`config.mk`:
```
export PLATFORM = sky130hd
export DESIGN_NAME = mrs_cmd_builder
export DESIGN_NICKNAME = d
export VERILOG_FILES = /design/src/rtl/mrs_pkg.sv /design/src/rtl/mrs_mr0_enc.sv /design/src/rtl/mrs_mr1_enc.sv /design/src/rtl/mrs_mr23_enc.sv /design/src/rtl/mrs_mirror.sv /design/src/rtl/mrs_cmd_builder.sv
export SDC_FILE = /design/constraint.sdc
export NUM_CORES = 1
export LEC_CHECK = 0
export CAP_MARGIN = 20
export CORE_UTILIZATION = 43
export DETAILED_ROUTE_END_ITERATION = 7
export GPL_TIMING_DRIVEN = 0
export MAX_ROUTING_LAYER = met4
export PLACE_DENSITY = 0.77
export SLEW_MARGIN = 10
export SYNTH_ARGS = -nofsm -noshare
export SYNTH_HDL_FRONTEND = slang
export SYNTH_HIERARCHICAL = 1
export SYNTH_SLANG_ARGS = --single-unit
```
`constraint.sdc`:
```
create_clock -name clk -period 2 [get_ports clk]
set_clock_uncertainty 0.15 [all_clocks]
set_input_delay 0.2 -clock clk [delete_from_list [all_inputs] [get_ports clk]]
set_output_delay 0.2 -clock clk [all_outputs]
set_load 0.03 [all_outputs]
```
`src/rtl/mrs_pkg.sv`:
```
// Package: shared field widths and request structures for the mode register
// command builder. Assumes the standard four-register DDR3 layout.
package mrs_pkg;
    localparam int TWR_W = 5;   // write recovery input width (clocks)
    localparam int CAS_W = 5;   // CAS latency input width (clocks)
    localparam int CWL_W = 4;   // CAS write latency input width (clocks)

    typedef struct packed {
        logic             fast_pd;
        logic [TWR_W-1:0] twr;
        logic             dll_reset;
        logic             test_mode;
        logic [CAS_W-1:0] cas;
        logic             interleave;
        logic [1:0]       burst_len;
    } mr0_fields_t;

    typedef struct packed {
        logic       out_off;
        logic       tdqs_en;
        logic [2:0] rtt_nom;
        logic       wr_level;
        logic [1:0] drive;
        logic [1:0] add_lat;
        logic       dll_off;
    } mr1_fields_t;

    typedef struct packed {
        logic [1:0]       rtt_wr;
        logic             ext_temp;
        logic             auto_sr;
        logic [CWL_W-1:0] cwl;
    } mr2_fields_t;

    typedef enum logic [1:0] {
        MR_SEL0 = 2'd0,
        MR_SEL1 = 2'd1,
        MR_SEL2 = 2'd2,
        MR_SEL3 = 2'd3
    } mr_sel_e;
endpackage

```
`src/rtl/mrs_mr0_enc.sv`:
```
// Module: mrs_mr0_enc
// Encodes the register-0 fields into address pins. Converts write recovery to
// its rounded code and splits the CAS offset over bits 6:4 and bit 2.
// Assumes ADDR_W >= 13. Pure combinational.
module mrs_mr0_enc
    import mrs_pkg::*;
#(
    parameter int ADDR_W = 16
) (
    input  mr0_fields_t       fields,
    output logic [ADDR_W-1:0] addr
);
    logic [2:0] twr_code;
    logic [3:0] cas_off;

    // Map write recovery clocks to the 3-bit code.
    always_comb begin
        if (fields.twr >= TWR_W'(5) && fields.twr <= TWR_W'(8))
            twr_code = 3'(fields.twr - TWR_W'(4));
        else if (fields.twr >= TWR_W'(9) && fields.twr <= TWR_W'(14))
            twr_code = 3'((fields.twr + TWR_W'(1)) >> 1);
        else
            twr_code = 3'd0;
    end

    // CAS offset from four, kept modulo 16.
    always_comb cas_off = 4'(fields.cas - CAS_W'(4));

    // Place every register-0 field on its pin; other pins stay zero.
    always_comb begin
        addr       = '0;
        addr[12]   = fields.fast_pd;
        addr[11:9] = twr_code;
        addr[8]    = fields.dll_reset;
        addr[7]    = fields.test_mode;
        addr[6:4]  = cas_off[2:0];
        addr[3]    = fields.interleave;
        addr[2]    = cas_off[3];
        addr[1:0]  = fields.burst_len;
    end
endmodule

```
`src/rtl/mrs_mr1_enc.sv`:
```
// Module: mrs_mr1_enc
// Encodes the register-1 fields, scattering the termination and drive codes
// over non-adjacent pins. Assumes ADDR_W >= 13. Pure combinational.
module mrs_mr1_enc
    import mrs_pkg::*;
#(
    parameter int ADDR_W = 16
) (
    input  mr1_fields_t       fields,
    output logic [ADDR_W-1:0] addr
);
    // Place the scattered and contiguous register-1 fields.
    always_comb begin
        addr      = '0;
        addr[12]  = fields.out_off;
        addr[11]  = fields.tdqs_en;
        addr[9]   = fields.rtt_nom[2];
        addr[7]   = fields.wr_level;
        addr[6]   = fields.rtt_nom[1];
        addr[5]   = fields.drive[1];
        addr[4:3] = fields.add_lat;
        addr[2]   = fields.rtt_nom[0];
        addr[1]   = fields.drive[0];
        addr[0]   = fields.dll_off;
    end
endmodule

```
`src/rtl/mrs_mr23_enc.sv`:
```
// Module: mrs_mr23_enc
// Encodes registers 2 and 3. The write CAS latency is stored as an offset
// from five, modulo eight. Assumes ADDR_W >= 11. Pure combinational.
module mrs_mr23_enc
    import mrs_pkg::*;
#(
    parameter int ADDR_W = 16
) (
    input  mr2_fields_t       fields2,
    input  logic              mpr_en,
    output logic [ADDR_W-1:0] addr2,
    output logic [ADDR_W-1:0] addr3
);
    logic [2:0] cwl_off;

    // Write CAS latency offset from five.
    always_comb cwl_off = 3'(fields2.cwl - CWL_W'(5));

    // Register-2 pin placement.
    always_comb begin
        addr2       = '0;
        addr2[10:9] = fields2.rtt_wr;
        addr2[7]    = fields2.ext_temp;
        addr2[6]    = fields2.auto_sr;
        addr2[5:3]  = cwl_off;
    end

    // Register-3 pin placement: only the read-path enable.
    always_comb begin
        addr3    = '0;
        addr3[2] = mpr_en;
    end
endmodule

```
`src/rtl/mrs_mirror.sv`:
```
// Module: mrs_mirror
// Optionally swaps NUM_PAIRS adjacent address pin pairs starting at
// FIRST_LSB (stride two) and the two low bank pins, for mirrored ranks.
// Assumes BANK_W >= 2 and the pairs fit inside ADDR_W. Pure combinational.
module mrs_mirror #(
    parameter int ADDR_W    = 16,
    parameter int BANK_W    = 3,
    parameter int FIRST_LSB = 3,
    parameter int NUM_PAIRS = 3
) (
    input  logic              enable,
    input  logic [ADDR_W-1:0] addr_in,
    input  logic [BANK_W-1:0] bank_in,
    output logic [ADDR_W-1:0] addr_out,
    output logic [BANK_W-1:0] bank_out
);
    localparam int LAST_BIT = FIRST_LSB + 2 * NUM_PAIRS - 1;

    // Swap each address pair when enabled; untouched bits pass through.
    always_comb begin
        addr_out = addr_in;
        if (enable) begin
            for (int p = 0; p < NUM_PAIRS; p++) begin
                addr_out[FIRST_LSB + 2 * p]     = addr_in[FIRST_LSB + 2 * p + 1];
                addr_out[FIRST_LSB + 2 * p + 1] = addr_in[FIRST_LSB + 2 * p];
            end
        end
    end

    // Swap the two low bank bits when enabled.
    always_comb begin
        bank_out = bank_in;
        if (enable) begin
            bank_out[0] = bank_in[1];
            bank_out[1] = bank_in[0];
        end
    end

    initial begin
        assert (LAST_BIT < ADDR_W);
    end
endmodule

```
`src/rtl/mrs_cmd_builder.sv`:
```
// Module: mrs_cmd_builder
// Builds a registered DDR3 mode-register-set command word (bank + address)
// from a strobed request. Output appears one cycle after the strobe with a
// one-cycle valid. Assumes synchronous active-low reset and that the request
// inputs are stable on the strobe edge.
module mrs_cmd_builder
    import mrs_pkg::*;
#(
    parameter int ADDR_W = 16,
    parameter int BANK_W = 3
) (
    input  logic                     clk,
    input  logic                     rst_n,
    input  logic                     req_strobe,
    input  logic [1:0]               req_mr,
    input  logic                     req_mirror,
    input  logic                     mr0_fast_pd,
    input  logic [4:0]               mr0_twr,
    input  logic                     mr0_dll_reset,
    input  logic                     mr0_test_mode,
    input  logic [4:0]               mr0_cas,
    input  logic                     mr0_interleave,
    input  logic [1:0]               mr0_burst_len,
    input  logic                     mr1_out_off,
    input  logic                     mr1_tdqs_en,
    input  logic [2:0]               mr1_rtt_nom,
    input  logic                     mr1_wr_level,
    input  logic [1:0]               mr1_drive,
    input  logic [1:0]               mr1_add_lat,
    input  logic                     mr1_dll_off,
    input  logic [1:0]               mr2_rtt_wr,
    input  logic                     mr2_ext_temp,
    input  logic                     mr2_auto_sr,
    input  logic [3:0]               mr2_cwl,
    input  logic                     mr3_mpr_en,
    output logic                     cmd_valid,
    output logic [ADDR_W+BANK_W-1:0] cmd_word
);
    localparam int CMD_W = ADDR_W + BANK_W;

    mr0_fields_t       f0;
    mr1_fields_t       f1;
    mr2_fields_t       f2;
    logic [ADDR_W-1:0] addr0, addr1, addr2, addr3;
    logic [ADDR_W-1:0] addr_sel, addr_fin;
    logic [BANK_W-1:0] bank_sel, bank_fin;

    // Pack the request ports into per-register field structures.
    always_comb begin
        f0 = '{fast_pd: mr0_fast_pd, twr: mr0_twr, dll_reset: mr0_dll_reset,
               test_mode: mr0_test_mode, cas: mr0_cas,
               interleave: mr0_interleave, burst_len: mr0_burst_len};
        f1 = '{out_off: mr1_out_off, tdqs_en: mr1_tdqs_en,
               rtt_nom: mr1_rtt_nom, wr_level: mr1_wr_level,
               drive: mr1_drive, add_lat: mr1_add_lat, dll_off: mr1_dll_off};
        f2 = '{rtt_wr: mr2_rtt_wr, ext_temp: mr2_ext_temp,
               auto_sr: mr2_auto_sr, cwl: mr2_cwl};
    end

    mrs_mr0_enc #(.ADDR_W(ADDR_W)) u_mr0 (.fields(f0), .addr(addr0));
    mrs_mr1_enc #(.ADDR_W(ADDR_W)) u_mr1 (.fields(f1), .addr(addr1));
    mrs_mr23_enc #(.ADDR_W(ADDR_W)) u_mr23 (
        .fields2(f2), .mpr_en(mr3_mpr_en), .addr2(addr2), .addr3(addr3)
    );

    // Pick the address of the selected register; the bank carries its number.
    always_comb begin
        case (mr_sel_e'(req_mr))
            MR_SEL0: addr_sel = addr0;
            MR_SEL1: addr_sel = addr1;
            MR_SEL2: addr_sel = addr2;
            default: addr_sel = addr3;
        endcase
        bank_sel = BANK_W'(req_mr);
    end

    mrs_mirror #(
        .ADDR_W(ADDR_W), .BANK_W(BANK_W), .FIRST_LSB(3), .NUM_PAIRS(3)
    ) u_mirror (
        .enable(req_mirror), .addr_in(addr_sel), .bank_in(bank_sel),
        .addr_out(addr_fin), .bank_out(bank_fin)
    );

    // Output register: capture on strobe, pulse valid for one cycle.
    always_ff @(posedge clk) begin
        if (!rst_n) begin
            cmd_valid <= 1'b0;
            cmd_word  <= '0;
        end else begin
            cmd_valid <= req_strobe;
            if (req_strobe)
                cmd_word <= {bank_fin, addr_fin};
        end
    end

    // Assertions guarding the output stage and bank/address framing.
    assert_valid_after_strobe_R11: assert property (
        @(posedge clk) disable iff (!rst_n) req_strobe |=> cmd_valid);
    assert_valid_single_R11: assert property (
        @(posedge clk) disable iff (!rst_n) !req_strobe |=> !cmd_valid);
    assert_word_hold_R11: assert property (
        @(posedge clk) disable iff (!rst_n) !req_strobe |=> $stable(cmd_word));
    assert_bank_plain_R1: assert property (
        @(posedge clk) disable iff (!rst_n)
        (req_strobe && !req_mirror) |=> cmd_word[CMD_W-1:ADDR_W] == BANK_W'($past(req_mr)));
    assert_bank_mirror_R10: assert property (
        @(posedge clk) disable iff (!rst_n)
        (req_strobe && req_mirror) |=>
        cmd_word[CMD_W-1:ADDR_W] == BANK_W'({$past(req_mr[0]), $past(req_mr[1])}));
    assert_upper_zero_R9: assert property (
        @(posedge clk) disable iff (!rst_n) cmd_valid |-> cmd_word[ADDR_W-1:13] == '0);
    assert_mr3_only_mpr_R8: assert property (
        @(posedge clk) disable iff (!rst_n)
        (req_strobe && req_mr == 2'd3) |=>
        cmd_word[ADDR_W-1:0] == ADDR_W'({$past(mr3_mpr_en), 2'b00}));
    assert_reset_clear_R12: assert property (
        @(posedge clk) !rst_n |=> (!cmd_valid && cmd_word == '0));
endmodule

```
## Word-level counts from Yosys, hierarchy flattened

Index checks and enable logic that the tools add are counted.

| word-level totals | value |
|---|---|
| register bits | 19 |
| input port bits | 42 |
| output and inout bits | 20 |
| word-level logic and storage cells | 20 |

| cells by class | value |
|---|---|
| add/sub/neg operators | 4 |
| magnitude comparators | 4 |
| equal/unequal tests | 2 |
| multiplexer cells | 5 |
| reductions and logical operators | 3 |

Operators by type and width:

| operator | number |
|---|---|
| 13-bit case mux with 3 select lines | 1 |
| 5-bit by 4-bit less-or-equal comparator with 1-bit output, second input constant | 2 |
| 3-bit 2-to-1 mux | 2 |
| 6-bit 2-to-1 mux | 1 |
| 3-bit subtractor, second input constant | 2 |
| 5-bit by 3-bit >= comparator with 1-bit output, second input constant | 1 |
| 5-bit by 4-bit >= comparator with 1-bit output, second input constant | 1 |
| 4-bit by 1-bit adder with 4-bit output, second input constant | 1 |
| 4-bit by 3-bit subtractor with 4-bit output, second input constant | 1 |
| 2-bit by 1-bit equality test with 1-bit output, second input constant | 1 |
| 2-bit equality test, second input constant | 1 |
| 1-bit logical AND | 2 |
| 2-bit zero test | 1 |
| 2-bit 2-to-1 mux | 1 |

## Logic depth before layout (Yosys ltp)

Gate-level depths: netlist (run 1).

| depth | value |
|---|---|
| depth after elaboration | 6 |
| depth in mapped cells | 9 |
| depth with buffers taken out | 8 |

## Modules after synthesis

The synthesis (run 1) kept the hierarchy.

Modules (own cells, without submodules):

| module | instances | cells each | area each (sq um) | seq. area each (sq um) |
|---|---|---|---|---|
| mrs_cmd_builder | 1 | 84 | 1161.1 | 400.4 |
| mrs_mr0_enc | 1 | 32 | 256.5 | 0.0 |
| mrs_mr23_enc | 1 | 35 | 254.0 | 0.0 |
| mrs_mirror | 1 | 20 | 214.0 | 0.0 |
| mrs_mr1_enc | 1 | 17 | 123.9 | 0.0 |

## Worst setup path after synthesis (run 1)

No wires, ideal clock.

| timing | value |
|---|---|
| path kind | input to register |
| start | input mr0_twr[1] |
| end | register cmd_word[11] |
| setup time | 0.116 ns |
| arrival | 1.807 ns |
| data required time | 1.734 ns |
| path slack | -0.073 ns |
| stages on the path | 8 |
| buffers on the path | 1 |
| path through | inv_1 -> ha_1 -> or3_4 -> o311a_2 -> mux4_2 -> buf_4 -> mux2i_1 -> nor2b_1 |

| between the ends | value |
|---|---|
| longest elaborated chain between the ends | 5 |
| elaborated cells on any way between the ends | 11 |
| those cells by class | add/sub (2); order compare (4); mux (3); reduce/logical (2) |

Ends and longest elaborated chain:

| element | line | source |
|---|---|---|
| start, declared | mrs_cmd_builder.sv:18 | `input logic [4:0] mr0_twr,` |
| 5-bit by 4-bit >= comparator with 1-bit output or 5-bit by 4-bit less-or-equal comparator with 1-bit output (tied branches) | mrs_mr0_enc.sv:20 | `else if (fields.twr >= TWR_W'(9) && fields.twr <= TWR_W'(14))` |
| 1-bit logical AND | mrs_mr0_enc.sv:20 |  |
| 3-bit 2-to-1 mux | mrs_mr0_enc.sv:20 |  |
| 3-bit 2-to-1 mux * | mrs_mr0_enc.sv:18 | `if (fields.twr >= TWR_W'(5) && fields.twr <= TWR_W'(8))` |
| via addr0[11] | mrs_cmd_builder.sv:44 | `logic [ADDR_W-1:0] addr0, addr1, addr2, addr3;` |
| 13-bit case mux with 3 select lines * | mrs_cmd_builder.sv:68 | `case (mr_sel_e'(req_mr))` |
| via addr_sel[11] | mrs_cmd_builder.sv:45 | `logic [ADDR_W-1:0] addr_sel, addr_fin;` |
| end signal, assigned | mrs_cmd_builder.sv:92 | `cmd_word <= {bank_fin, addr_fin};` |
| end, declared | mrs_cmd_builder.sv:37 | `output logic [ADDR_W+BANK_W-1:0] cmd_word` |

The timed path passes the listed nets; every way through them passes the cells marked *.
A chain may end at the register's enable or synchronous reset.

## Worst setup path after layout (run 1)

| timing | value |
|---|---|
| start | input mr0_twr[1] |
| end | register cmd_word[10] |

Same word-level chain as after synthesis.

==> out/summary.txt, run 1 <==
Post-Synthesis Cells: 188
Yosys top cell by area: buf_4
CTS buffer count: 3
Share of the synthesized area in the top cell type: 0.250
Ys Warns: 6
DRT antenna net count: 0
DRT Pass-1 Iters: 2
Die width: 70.4 um
Clock transition at path regs: 0.07 ns
Commonest non-fill, non-tap cell in the layout: buf_4
Largest cells by area after synthesis: buf_4 (25%), dfxtp_1 (20%), mux4_2 (11%)
Die height: 70.4 um
Die area: 0.00495 sq mm
Fmax: 517 MHz
DR WL/cell: 10.9 um
Fin crit period: 1.93 ns
RSZ-0062 raised after global routing: no
Initial cell density of the core: 0.455
Most frequent cells in the layout: buf_4 (67), conb_1 (33), clkdlybuf4s50_1 (25)
Diode count: 0
Worst skew pair latency: 0.25 ns
Htree depth: 1
CTS Sinks: 20
Crit start category: input pin
CP Max Fanout: 5
Avg Cell Area, Syn: 10.7 sq um
VDD IR max: 0.000187 V
Final setup vio count: 0
Cell area after synthesis: 0.00201 sq mm
Vias in the first global route: 1311
Worst hold path class: in -> reg
Register area share after synthesis: 0.199
CTS Hold Buffers Added: 0
DR vias: 1325
Worst slack at placement: -0.893 ns
Max clock buf depth: 2
DRC Markers: 0
Final nets: 302
DRT iter0 DRCs: 28
Worst Path Arrival: 1.93 ns
I/O Pins: 62
Status: completed
Max Cap Violations: 0
Port buffer count: 32
CTS tree: yes
GR Overflow Total: 0
Final worst-path setup slack: 0.0660 ns
CTS Root Cell: clkbuf_8
Fraction of layout cells with a size suffix above 1: 0.429
First-pass GRT wire length: 5540 um
Placer Congestion: 0.732
Initial antenna violation count: 0
Largest net degree at the start of global routing: 11
Max-slew violation count: 0
Seq cells post-synth: 20
Hold slack: 0.186 ns
Pwr dens: 458 mW/mm^2
Area growth syn-to-layout: 32.1%
Flop2flop setup slack: 1.24 ns
Final hold vios: 0
Routed WL: 3330 um
Drt via density: 4.33
Core area: 0.00441 sq mm
CP Capture Type: flop
Fin crit share: 0.967
Required time of the critical path: 2.00 ns
Netlist cell types: 25
Leak: 1.30 nW
DP Wirelength: 2620 um
Cell row count: 24
Crit Path Category: in -> reg
GRT Util Overall: 0.144
[logic make-up after synthesis]
logic type,count (synthesis),share of synthesized area
XOR/XNOR,2,0.00872
adder cells (fa/ha/maj),4,0.0249
AO/OA/AOI/OAI,5,0.0262
other,4,0.00747
buffers and inverters,83,0.298
AND/OR/NAND/NOR,25,0.0803
flip-flops,20,0.199
multiplexers,45,0.355
[per-layer routing]
metal / routed length (um) / track usage / vias to the layer above / share of wire
met5: 0 / - / - / 0
met4: 46 / 0.0533 / 0 / 0.014
met3: 135 / 0.0101 / 4 / 0.041
met2: 1760 / 0.270 / 32 / 0.53
met1: 1390 / 0.158 / 607 / 0.42
li1: - / - / 682 / -
[worst max-delay path, cell delays in order]
cell and delay, ns:
buf_12 0.10, inv_12 0.03, ha_4 0.14, or3_4 0.36, a32oi_4 0.23, mux2i_1 0.10, mux4_2 0.47, buf_6 0.13
mux2i_1 0.12, nor2b_1 0.05
[sequential cells by signal (all words and copies together) (netlist names)]
signal and flops:
cmd_word 19, cmd_valid 1
[area by class of cell]
class                           instances  area [sq um]
Buffer                                 75           579
Clock buffer                            3          41.3
Fill cell                             395          1760
Inverter                                7          38.8
Multi-Input combinational cell        114          1170
Sequential cell                        20           400
Tap cell                               52          65.1
Timing Repair Buffer                   35           359
[stage by stage]
stage / TNS [ns] / power [mW] / area (sq um) / utilization / std cells
after floorplan: -0.0992 / 0.832 / 2160 / - / 217
after global placement: -4.30 / 0.949 / 2550 / 0.577 / 301
after detailed placement: -4.61 / 0.956 / 2550 / 0.577 / 301
after CTS: 0 / 1.23 / 2620 / 0.594 / 307
after global routing: 0 / 1.29 / 2650 / 0.601 / 306
final: 0 / 1.22 / 2650 / 0.601 / 306
[timing repair]
action | CTS | global route
gates resized for setup | 16 | 13
setup buffers | 3 | 0
pin swaps | 1 | 2
endpoints found under the setup margin | 9 | 9
[worst paths after layout]
check | from | depth (start not counted) | to
max | mr0_twr[1] | 10 | cmd_word[10]
min | rst_n | 2 | cmd_word[3]
max reg2reg | cmd_word[6] | 2 | cmd_word[6]
min reg2reg | cmd_word[3] | 2 | cmd_word[3]
[where the power goes]
| group | total (mW) | internal [mW] | switching (mW) | leakage (nW) |
|---|---|---|---|---|
| Combinational | 0.511 | 0.312 | 0.199 | 1.12 |
| Clock | 0.261 | 0.134 | 0.127 | 0.0216 |
| Sequential | 0.444 | 0.429 | 0.0152 | 0.165 |
| Total | 1.22 | 0.875 | 0.341 | 1.30 |
[Yosys cell counts (all sizes together)]
master	instances
nor3	1
nor2b	20
nand3	1
ha	4
dfxtp	20
and2	1
buf	74
and2b	1
xnor2	2
a211oi	1
mux2	8
o2111ai	1
mux2i	21
mux4	16
or3	1
o311a	1
clkbuf	2
inv	7
a32oi	1
conb	4
o221ai	1
Power figures use the tool's default switching activity.
==> inputs of run 2 (changes only) <==
--- a/config.mk
+++ b/config.mk
@@ -11,6 +11,7 @@
 export GPL_TIMING_DRIVEN = 0
 export MAX_ROUTING_LAYER = met4
 export PLACE_DENSITY = 0.77
+export SETUP_SLACK_MARGIN = 0.2
 export SLEW_MARGIN = 10
 export SYNTH_ARGS = -nofsm -noshare
 export SYNTH_HDL_FRONTEND = slang
==> run 2 against run 1 <==
Via count is 2.3% higher. Worst setup slack better by 0.031 ns. Global-route usage is 0.094 points higher. Clock power hardly changed. Combinational power is 2% higher. First-iteration DRC count is 21% lower. Count of clock-buffer cells in the layout stayed put. Sequential share of layout area is 0.29 points lower. Flip-flop and latch count stayed put. Non-clock buffer count is 6 higher. Critical path type unchanged. Critical endpoint is now cmd_word[9]. Largest cell class unchanged. Largest power group unchanged.
==> out/summary.txt, run 2 (synthesis gave the netlist of run 1 again) <==
DRC Markers: 0
DRT Pass-1 Iters: 2
Crit start category: input pin
Clock transition at path regs: 0.07 ns
Fin crit period: 1.90 ns
Drt via density: 4.35
Port buffer count: 32
Fmax: 525 MHz
Cell row count: 24
Htree depth: 1
Biggest regs: cmd_word (19), cmd_valid (1)
VDD IR max: 0.000198 V
Largest Register: cmd_word
Placed Area: 0.00255 sq mm
DRT antenna net count: 0
Final hold vios: 0
DR WL/cell: 10.7 um
Commonest non-fill, non-tap cell in the layout: buf_4
GR Overflow Total: 0
CTS Hold Buffers Added: 0
Final nets: 308
First-pass GRT wire length: 5600 um
Vias in the first global route: 1329
Status: completed
Largest net degree at the start of global routing: 11
Initial antenna violation count: 0
Crit-path cells: buf_12 > inv_12 > ha_4 > or3_4 > a32oi_4 > mux2i_1 > mux4_2 > buf_4 > mux2i_1 > nor2b_1
Final Power: 1.23 mW
CTS Sinks: 20
Worst Path Arrival: 1.91 ns
Die area: 0.00495 sq mm
CTS Root Cell: clkbuf_8
Clock power share: 0.215
Fraction of layout cells with a size suffix above 1: 0.446
DR vias: 1356
Most frequent cells in the layout: buf_4 (73), conb_1 (33), clkdlybuf4s50_1 (23)
Final setup vio count: 0
Max-slew violation count: 0
Worst slack at placement: -0.893 ns
GRT Util Overall: 0.145
Required time of the critical path: 2.00 ns
RSZ-0062 raised after global routing: yes
Diode count: 0
Max stage delay cell, worst path: mux4_2
Largest register FFs: 19
Core area: 0.00441 sq mm
Worst skew pair latency: 0.25 ns
Initial cell density of the core: 0.455
TNS Setup: 0 ns
CP Max Fanout: 4
Sequential power share: 0.361
Max Cap Violations: 0
Crit Path Category: in -> reg
Fin crit share: 0.952
Die width: 70.4 um
DP Wirelength: 2620 um
CTS buffer count: 3
Most Frequent Cell on Critical Path: mux2i_1
Combinational power share: 0.425
Switching fraction of total power: 0.282
I/O Pins: 62
CP Capture Type: flop
Max clock buf depth: 2
Worst hold path class: in -> reg
Net switching power: 0.348 mW
Leak: 1.33 nW
P_int: 0.884 mW
Max incr delay on CP: 0.45 ns
CTS tree: yes
Fin area: 0.00271 sq mm
Hold slack: 0.187 ns
Area growth syn-to-layout: 34.6%
Die height: 70.4 um
Pwr dens: 455 mW/mm^2
Placer Congestion: 0.732
DRT iter0 DRCs: 22
Routed WL: 3350 um
Final worst-path setup slack: 0.0965 ns
-- run 2: cell types whose count changed in the layout (fill, tap and decap cells not counted), sizes merged --
cell / before / now
clkdlybuf4s50: 25 / 23
buf: 78 / 84
dlygate4sd2: 2 / 6
dlymetal6s2s: 3 / 1
-- run 2: final cells by class --
| class | count | area, sq um |
|---|---|---|
| inverters | 7 | 38.8 |
| repair buffers | 40 | 387 |
| plain buffers | 76 | 597 |
| fillers | 390 | 1710 |
| flip-flops and latches | 20 | 400 |
| well taps | 52 | 65.1 |
| clock buffers | 3 | 41.3 |
| multi-input cells | 114 | 1180 |
-- run 2: through the flow --
step           utilization  instances
2_1_floorplan            -        217
3_3_place_gp         0.577        301
3_5_place_dp         0.577        301
4_1_cts              0.609        311
5_1_grt              0.613        312
6_report             0.613        312
-- run 2: worst max-delay path, delay by kind of cell --
| family | cells | cell delay [ns] |
|---|---|---|
| muxes | 3 | 0.68 |
| buffers and inverters | 3 | 0.27 |
| AOI/OAI and AO/OA | 1 | 0.20 |
| adders and majority gates | 1 | 0.14 |
| and+or+nand+nor | 2 | 0.42 |
-- run 2: final timing paths --
path	from	cells after the start	slack [ns]	endpoint
worst max-delay path	mr0_twr[1]	10	0.1	cmd_word[9]
worst min-delay path	rst_n	2	0.19	cmd_word[3]
worst max register to register	cmd_word[6]	2	1.24	cmd_word[6]
worst min register to register	cmd_word[3]	2	0.37	cmd_word[3]
-- run 2: metal layers --
metal	routed length [um]	track usage	vias to the layer above
li1	-	-	694
met3	134	0.0101	4
met5	0	-	-
met2	1800	0.275	32
met4	46	0.0533	0
met1	1370	0.156	626
-- run 2: power by group through the flow --
stage               combinational [mW]  sequential, mW  clock (mW)
finish                           0.523           0.444       0.264
global route                     0.563           0.449       0.290
CTS                              0.521           0.445       0.277
detailed placement               0.502           0.454           0
global placement                 0.495           0.454           0
floorplan                        0.318           0.513           0
-- run 2: timing repair --
| item | in CTS | in global routing |
|---|---|---|
| gates resized for setup | 32 | 3 |
| pin swaps | 2 | 0 |
| endpoints found under the setup margin | 10 | 9 |
| buffers inserted | 7 | 1 |
